**config.mk**
```make
export PLATFORM = sky130hd
export DESIGN_NAME = byte_word_adapter
export DESIGN_NICKNAME = d
export VERILOG_FILES = /design/src/rtl/bwa_pkg.sv /design/src/rtl/bwa_ctrl.sv /design/src/rtl/bwa_datapath.sv /design/src/rtl/byte_word_adapter.sv
export SDC_FILE = /design/constraint.sdc
export NUM_CORES = 1
export LEC_CHECK = 0
export BUFFER_PORTS_ARGS = -buffer_cell sky130_fd_sc_hd__buf_2
export CAP_MARGIN = 10
export CORE_MARGIN = 2
export CORE_UTILIZATION = 53
export CTS_CLUSTER_SIZE = 30
export DETAILED_ROUTE_END_ITERATION = 8
export GPL_ROUTABILITY_DRIVEN = 1
export PLACE_DENSITY = 0.86
export SLEW_MARGIN = 20
export SYNTH_ARGS = -nofsm -noshare
export SYNTH_HDL_FRONTEND = slang
export SYNTH_SLANG_ARGS = --single-unit
```
**constraint.sdc**
```tcl
create_clock -name clk -period 3.85 [get_ports clk]
set_input_delay 0.385 -clock clk [delete_from_list [all_inputs] [get_ports clk]]
set_output_delay 0.385 -clock clk [all_outputs]
set_load 0.01 [all_outputs]
```
**src/rtl/bwa_pkg.sv**
```systemverilog
package bwa_pkg;

  typedef enum logic [2:0] {
    ST_IDLE,
    ST_RD_ISSUE,
    ST_RD_RETURN,
    ST_RMW_READ,
    ST_RMW_MERGE,
    ST_WR_ISSUE,
    ST_RECOVER
  } bwa_state_e;

  typedef struct packed {
    logic capture;     // latch the accepted request
    logic loadMerge;   // replace one lane of the fetched word
    logic rspFromMem;  // response carries memory read data
  } bwa_strobe_t;

endpackage

```
**src/rtl/bwa_ctrl.sv**
```systemverilog
module bwa_ctrl
  import bwa_pkg::*;
(
  input  logic        clk,
  input  logic        rstN,
  input  logic        reqValid,
  input  logic        reqWrite,
  input  logic        reqWord,
  output logic        reqReady,
  output logic        rspValid,
  output logic        memEn,
  output logic        memWe,
  output bwa_strobe_t strobe
);

  bwa_state_e state, stateNext;

  always_ff @(posedge clk or negedge rstN) begin
    if (!rstN) state <= ST_IDLE;
    else       state <= stateNext;
  end

  always_comb begin
    stateNext = state;
    strobe    = '0;
    reqReady  = 1'b0;
    rspValid  = 1'b0;
    memEn     = 1'b0;
    memWe     = 1'b0;
    unique case (state)
      ST_IDLE: begin
        reqReady = 1'b1;
        if (reqValid) begin
          strobe.capture = 1'b1;
          if (!reqWrite)    stateNext = ST_RD_ISSUE;
          else if (reqWord) stateNext = ST_WR_ISSUE;
          else              stateNext = ST_RMW_READ;
        end
      end
      ST_RD_ISSUE: begin
        memEn     = 1'b1;
        stateNext = ST_RD_RETURN;
      end
      ST_RD_RETURN: begin
        rspValid          = 1'b1;
        strobe.rspFromMem = 1'b1;
        stateNext         = ST_RECOVER;
      end
      ST_RMW_READ: begin
        memEn     = 1'b1;
        stateNext = ST_RMW_MERGE;
      end
      ST_RMW_MERGE: begin
        strobe.loadMerge = 1'b1;
        stateNext        = ST_WR_ISSUE;
      end
      ST_WR_ISSUE: begin
        memEn     = 1'b1;
        memWe     = 1'b1;
        rspValid  = 1'b1;
        stateNext = ST_RECOVER;
      end
      ST_RECOVER: stateNext = ST_IDLE;
      default:    stateNext = ST_IDLE;
    endcase
  end

endmodule

```
**src/rtl/bwa_datapath.sv**
```systemverilog
module bwa_datapath
  import bwa_pkg::*;
#(
  parameter int ADDR_W     = 8,
  parameter int BYTE_W     = 8,
  parameter int WORD_BYTES = 4,
  localparam int WORD_W    = BYTE_W * WORD_BYTES,
  localparam int OFF_W     = $clog2(WORD_BYTES),
  localparam int WADDR_W   = ADDR_W - OFF_W
)(
  input  logic               clk,
  input  logic               rstN,
  input  bwa_strobe_t        strobe,
  input  logic [ADDR_W-1:0]  reqAddr,
  input  logic               reqWord,
  input  logic [WORD_W-1:0]  reqWdata,
  input  logic [WORD_W-1:0]  memRdata,
  output logic [WADDR_W-1:0] memAddr,
  output logic [WORD_W-1:0]  memWdata,
  output logic [WORD_W-1:0]  rspData
);

  logic [WADDR_W-1:0] wordAddrReg;
  logic [OFF_W-1:0]   laneReg;
  logic               wordReg;
  logic [BYTE_W-1:0]  byteReg;
  logic [WORD_W-1:0]  dataReg;
  logic [WORD_W-1:0]  merged;
  logic [BYTE_W-1:0]  pickedByte;

  // Replace exactly one lane of the fetched word.
  for (genvar lane = 0; lane < WORD_BYTES; lane++) begin : g_merge
    assign merged[lane*BYTE_W +: BYTE_W] =
      (laneReg == OFF_W'(lane)) ? byteReg : memRdata[lane*BYTE_W +: BYTE_W];
  end

  always_comb begin
    pickedByte = '0;
    for (int lane = 0; lane < WORD_BYTES; lane++) begin
      if (laneReg == OFF_W'(lane)) pickedByte = memRdata[lane*BYTE_W +: BYTE_W];
    end
  end

  always_ff @(posedge clk or negedge rstN) begin
    if (!rstN) begin
      wordAddrReg <= '0;
      laneReg     <= '0;
      wordReg     <= 1'b0;
      byteReg     <= '0;
      dataReg     <= '0;
    end else if (strobe.capture) begin
      wordAddrReg <= reqAddr[ADDR_W-1:OFF_W];
      laneReg     <= reqAddr[OFF_W-1:0];
      wordReg     <= reqWord;
      byteReg     <= reqWdata[BYTE_W-1:0];
      dataReg     <= reqWdata;
    end else if (strobe.loadMerge) begin
      dataReg     <= merged;
    end
  end

  assign memAddr  = wordAddrReg;
  assign memWdata = dataReg;

  always_comb begin
    if (!strobe.rspFromMem) rspData = dataReg;
    else if (wordReg)       rspData = memRdata;
    else                    rspData = {{(WORD_W-BYTE_W){1'b0}}, pickedByte};
  end

endmodule

```
**src/rtl/byte_word_adapter.sv**
```systemverilog
module byte_word_adapter
  import bwa_pkg::*;
#(
  parameter int ADDR_W     = 8,
  parameter int BYTE_W     = 8,
  parameter int WORD_BYTES = 4,
  localparam int WORD_W    = BYTE_W * WORD_BYTES,
  localparam int OFF_W     = $clog2(WORD_BYTES),
  localparam int WADDR_W   = ADDR_W - OFF_W
)(
  input  logic               clk,
  input  logic               rstN,
  input  logic               reqValid,
  output logic               reqReady,
  input  logic               reqWrite,
  input  logic               reqWord,
  input  logic [ADDR_W-1:0]  reqAddr,
  input  logic [WORD_W-1:0]  reqWdata,
  output logic               rspValid,
  output logic [WORD_W-1:0]  rspData,
  output logic               memEn,
  output logic               memWe,
  output logic [WADDR_W-1:0] memAddr,
  output logic [WORD_W-1:0]  memWdata,
  input  logic [WORD_W-1:0]  memRdata
);

  bwa_strobe_t strobe;

  bwa_ctrl u_ctrl (
    .clk      (clk),
    .rstN     (rstN),
    .reqValid (reqValid),
    .reqWrite (reqWrite),
    .reqWord  (reqWord),
    .reqReady (reqReady),
    .rspValid (rspValid),
    .memEn    (memEn),
    .memWe    (memWe),
    .strobe   (strobe)
  );

  bwa_datapath #(
    .ADDR_W     (ADDR_W),
    .BYTE_W     (BYTE_W),
    .WORD_BYTES (WORD_BYTES)
  ) u_dp (
    .clk      (clk),
    .rstN     (rstN),
    .strobe   (strobe),
    .reqAddr  (reqAddr),
    .reqWord  (reqWord),
    .reqWdata (reqWdata),
    .memRdata (memRdata),
    .memAddr  (memAddr),
    .memWdata (memWdata),
    .rspData  (rspData)
  );

endmodule

```
== After elaboration in Yosys (flattened, before gate mapping) ==
Index checks and enable logic that the tools add are counted.
Storage, ports and cells
  flip-flop bits (word level): 52
  input port bits: 77
  output and inout port bits: 74
  logic and storage cells: 44
Operators by class
  eq/ne operators: 9
  mux-type cells: 24
  reduce and logical (&&, ||, !) cells: 5
Operators by type and width (count)
  2-to-1 mux 32 bit: 4
  2-to-1 mux 8 bit: 8
  case mux 3 bit (5 select lines): 1
  2-to-1 mux 3 bit: 3
  2-to-1 mux 1 bit: 8
  == test 3 x 2 -> 1 bit, second input constant: 2
  == test 3 bit, second input constant: 2
  == test 2 bit, second input constant: 2
  == test 3 x 1 -> 1 bit, second input constant: 1
  logical NOT 3 bit: 1
  OR reduction 3 bit: 1
  == test 2 x 1 -> 1 bit, second input constant: 1
  logical NOT 2 bit: 1
  != test 2 bit, second input constant: 1
  nonzero test 2 bit: 1
  OR reduction 2 bit: 1

== Depth between registers and ports, before layout ==
  depth after elaboration: 7
  depth in mapped cells: 6
  depth with buffers taken out: 3

== Hierarchy ==
Synthesis repeated with hierarchy kept, for this count alone.
Second synthesis, totals
  cells, all modules: 401
  area, all modules: 3463.3 um^2
By module, submodules not included
  bwa_datapath: instances 1, cells each 382, area an instance 3273.1 um^2, sequential area each 1226.2 um^2
  bwa_ctrl: instances 1, cells each 19, area an instance 190.2 um^2, sequential area each 75.1 um^2

== Worst setup path before layout ==
OpenSTA, ideal clock, no wires.
  kind: register to output
  from: register u_dp.laneReg[0]
  to: output rspData[4]
  arrival time: 1.466 ns
  data required time: 3.465 ns
  slack: 1.999 ns
  cell stages (with the launch flop): 6
  buffers on the path: 2
  path through: dfrtp_1 -> buf_2 -> buf_2 -> mux4_2 -> mux2i_1 -> a21oi_1
On the way
  word-level cells in the longest chain between the ends: 7
  elaborated cells on any way between the ends: 10
  classes of those cells: eq/ne (3); mux (6); reduce/logical (1)
Ends and longest elaborated chain
  from (decl): RTL line bwa_datapath.sv:24  | logic [OFF_W-1:0] laneReg;
  from (signal assigned): RTL line bwa_datapath.sv:53  | laneReg <= reqAddr[OFF_W-1:0];
  logical NOT 2 bit: RTL line bwa_datapath.sv:40  | if (laneReg == OFF_W'(lane)) pickedByte = memRdata[lane*BYTE_W +: BYTE_W];
  2-to-1 mux 8 bit (3 in a row): RTL line bwa_datapath.sv:40
  2-to-1 mux 8 bit (*): RTL line bwa_datapath.sv:40
  2-to-1 mux 32 bit (*): RTL line bwa_datapath.sv:67  | else if (wordReg) rspData = memRdata;
  2-to-1 mux 32 bit (*): RTL line bwa_datapath.sv:66  | if (!strobe.rspFromMem) rspData = dataReg;
  to (decl): RTL line byte_word_adapter.sv:20  | output logic [WORD_W-1:0] rspData,
Every way passes the cells marked *; elsewhere a longest branch is shown, timed or not.

== Worst setup path in the final report ==
  from: register u_dp.laneReg[0]
  to: output rspData[2]
Same word-level chain as after synthesis.

==> impl_metrics.yaml <==
sta:
  finalCritPeriodShare: 0.753
  max_freq_mhz: 345
  setup-violations-final: 0
  tightest_slew_ns: 0.961
  period_minus_slack_ns: 2.90
  fin_setup_tns_ns: 0
  rsz0062_at_grt: "no"
  hold_violations: 0
  whs_ns: 0.178
  slew_violations: 0
  slew-limit-headroom: 0.359
  fin_skew_ns: 0.0106
  final.setup.worst_slack_ns: 0.949
synth:
  ys.flop_type: "dfrtp_1"
  synth-compound-area-share: 0.243
  async_reset_ff_frac: 1.00
  synth-edff-count: 0
  muxShareOfSynthArea: 0.0686
  synth_cell_type_count: 34
  synth_area_sq_um: 3790
  yosys.area_share.simple: 0.268
  synthAdderAreaFrac: 0
  syn_inst: 437
  yosys_register_bits: 52
  synth_top_area_share: 0.343
  synthXorXnorAreaFrac: 0
  synthTopCellsByArea: "dfrtp_1 (34%), nand2_1 (9.7%), o31ai_2 (9.6%)"
  avgSynthCellArea_sq_um: 8.68
  synth_warnings: 0
  synth.net_count: 514
  yosysSeqAreaShare: 0.343
  yosys.area.top_type: "dfrtp_1"
  synth_top_family_by_area: "simple AND/OR/NAND/NOR gates"
die:
  die_y_um: 88.6
  core_area_sq_um: 6870
  initial_core_util: 0.552
  rows: 30
  dieArea_sq_um: 7850
  die_w_um: 88.6
  ios: 151
place:
  io_buffers: 150
  dp_hpwl_um: 8430
  place.gp.congestion: 0.931
  post-place-ws_ns: 1.31
cts:
  cts_hold_buf: 0
  cts_root_buf: "clkbuf_8"
  cts.clk_slew.worst_paths_ns: 0.10
  cts_tree: "yes"
  clk_latency_ns: 0.31
  htreeDepth: 2
  cts.path.max_buffers: 2
  cts_setup_buffers: 0
  clock-sinks: 52
  cts_made_buffers: 5
  cts_resized: 0
global_routing:
  antenna_found_initial: 0
  grt_pass1_wl_um: 17700
  grt_max_degree: 53
  overflow: 0
  grt_pass1_vias: 3459
  grt_usage: 0.294
critical_path:
  cp_top_family: "flip-flops"
  path_buf_inv: 2
  crit_chain: "buf_4 -> mux4_2 -> mux2i_1 -> a21oi_1 -> buf_2"
  path_depth: 5
  end_kind: "output port"
  rr_worst_depth: 4
  path_max_fanout: 25
  cp-start-kind: "register"
  path_class: "reg2out"
  max_stage_delay_ns: 0.89
  worst_ep_arrival_time_ns: 2.52
  slowest_stage: "dfrtp_1"
  cp_data_required_time_ns: 3.46
detailed_routing:
  postRouteAntennaNets: 0
  wl_per_cell_um: 17.9
  dr.first_iter.drc_count: 291
  drt-vias-per-instance: 5.83
  route.detailed.drc: 0
  drt_pass1_iterations: 4
  vias: 3804
  wl_um: 11700
finish:
  drive_above_1_share: 0.394
  syn_to_final_growth_pct: 20.2
  nNetsFinal: 632
  num_antenna_cells: 0
worst_hold_path:
  holdCritPathClass: "in2async"
pwr:
  ir_worst_vdd_v: 0.000387
  powerDensity_nw_per_um2: 826
  leakage_nw: 2.32
outcome:
  outcome: "finished clean"
run:
  drv_cap: 0
state kept, by name, indices dropped and copies added (netlist names):
signal         flops
u_dp.memAddr       6
u_dp.laneReg       2
u_ctrl.state       3
u_dp.byteReg       8
u_dp.wordReg       1
u_dp.memWdata     32
layout by cell type (no fill, tap or decap), types with 9 or more instances in the layout:
cell / Yosys / routed
a211oi_1: 32 / 32
a21oi_1: 9 / 9
and3b_1: 16 / 16
buf_2: 14 / 150
dfrtp_1: 52 / 51
nand2_1: 98 / 98
nand3_1: 24 / 24
nor2_1: 33 / 33
nor2_4: 10 / 10
o21ai_0: 33 / 33
o31ai_2: 29 / 29
cells in the mapped netlist (2+ instances only):
master	n
nand2_1	98
dfrtp_1	52
nor2_1	33
o21ai_0	33
a211oi_1	32
o31ai_2	29
nand3_1	24
clkbuf_1	19
and3b_1	16
buf_2	14
nor2_4	10
a21oi_1	9
buf_6	9
and3_1	8
mux2i_1	8
mux4_2	8
o21a_1	8
o31ai_1	4
inv_1	3
nand2b_1	3
buf_1	2
buf_4	2
nor3_1	2
where the power goes:
group / total, mW / internal, mW / switching (mW) / leakage [nW]
Clock: 0.378 / 0.193 / 0.184 / 0.0552
Combinational: 2.21 / 0.945 / 1.27 / 1.62
Sequential: 1.17 / 0.810 / 0.363 / 0.646
layout make-up:
| cell class | count | area [sq um] |
|---|---|---|
| Clock buffer | 6 | 72.6 |
| Clock inverter | 2 | 35.0 |
| Fill cell | 594 | 2310 |
| Inverter | 3 | 11.3 |
| Multi-Input combinational cell | 335 | 2210 |
| Sequential cell | 52 | 1300 |
| Tap cell | 96 | 120 |
| Timing Repair Buffer | 158 | 811 |
final timing paths:
check | from | end | slack [ns]
worst max-delay path | u_dp.laneReg[0] | rspData[2] | 0.95
worst min-delay path | rstN | u_ctrl.state[2] | 0.18
worst max register to register | u_ctrl.state[2] | u_dp.memWdata[13] | 1.68
worst min register to register | u_dp.memAddr[5] | u_dp.memAddr[5] | 0.48
max in group asynchronous | rstN | u_dp.laneReg[1] | 3.19
min in group clk | reqAddr[2] | u_dp.memAddr[0] | 0.26
layer usage:
layer,track usage,part of all wire,up-vias
met5,0,0,-
met4,0.0620,0.018,0
met3,0.0457,0.092,23
met2,0.467,0.45,215
met1,0.431,0.44,1783
li1,-,-,1783
per-stage QoR:
step	area, sq um	utilization	power, mW	std cells
after floorplan	3790	-	2.72	437
after CTS	4560	0.663	3.75	652
after global routing	4560	0.664	4.04	652
after global placement	4450	0.648	3.29	644
after detailed placement	4450	0.648	3.37	644
final	4560	0.664	3.76	652
worst reg2reg max path, cell delays in order (launching register included):
cell     delay, ns
dfrtp_1       0.53
nor2_1        0.16
buf_4         0.32
or2_2         0.82
o31ai_1       0.19
kinds of logic after synthesis:
family,count (synthesis)
buffers and inverters,50
and+or+nand+nor,201
AOI/OAI and AO/OA,118
muxes,16
DFF,52
No activity file was read; power rests on OpenSTA's default activity.
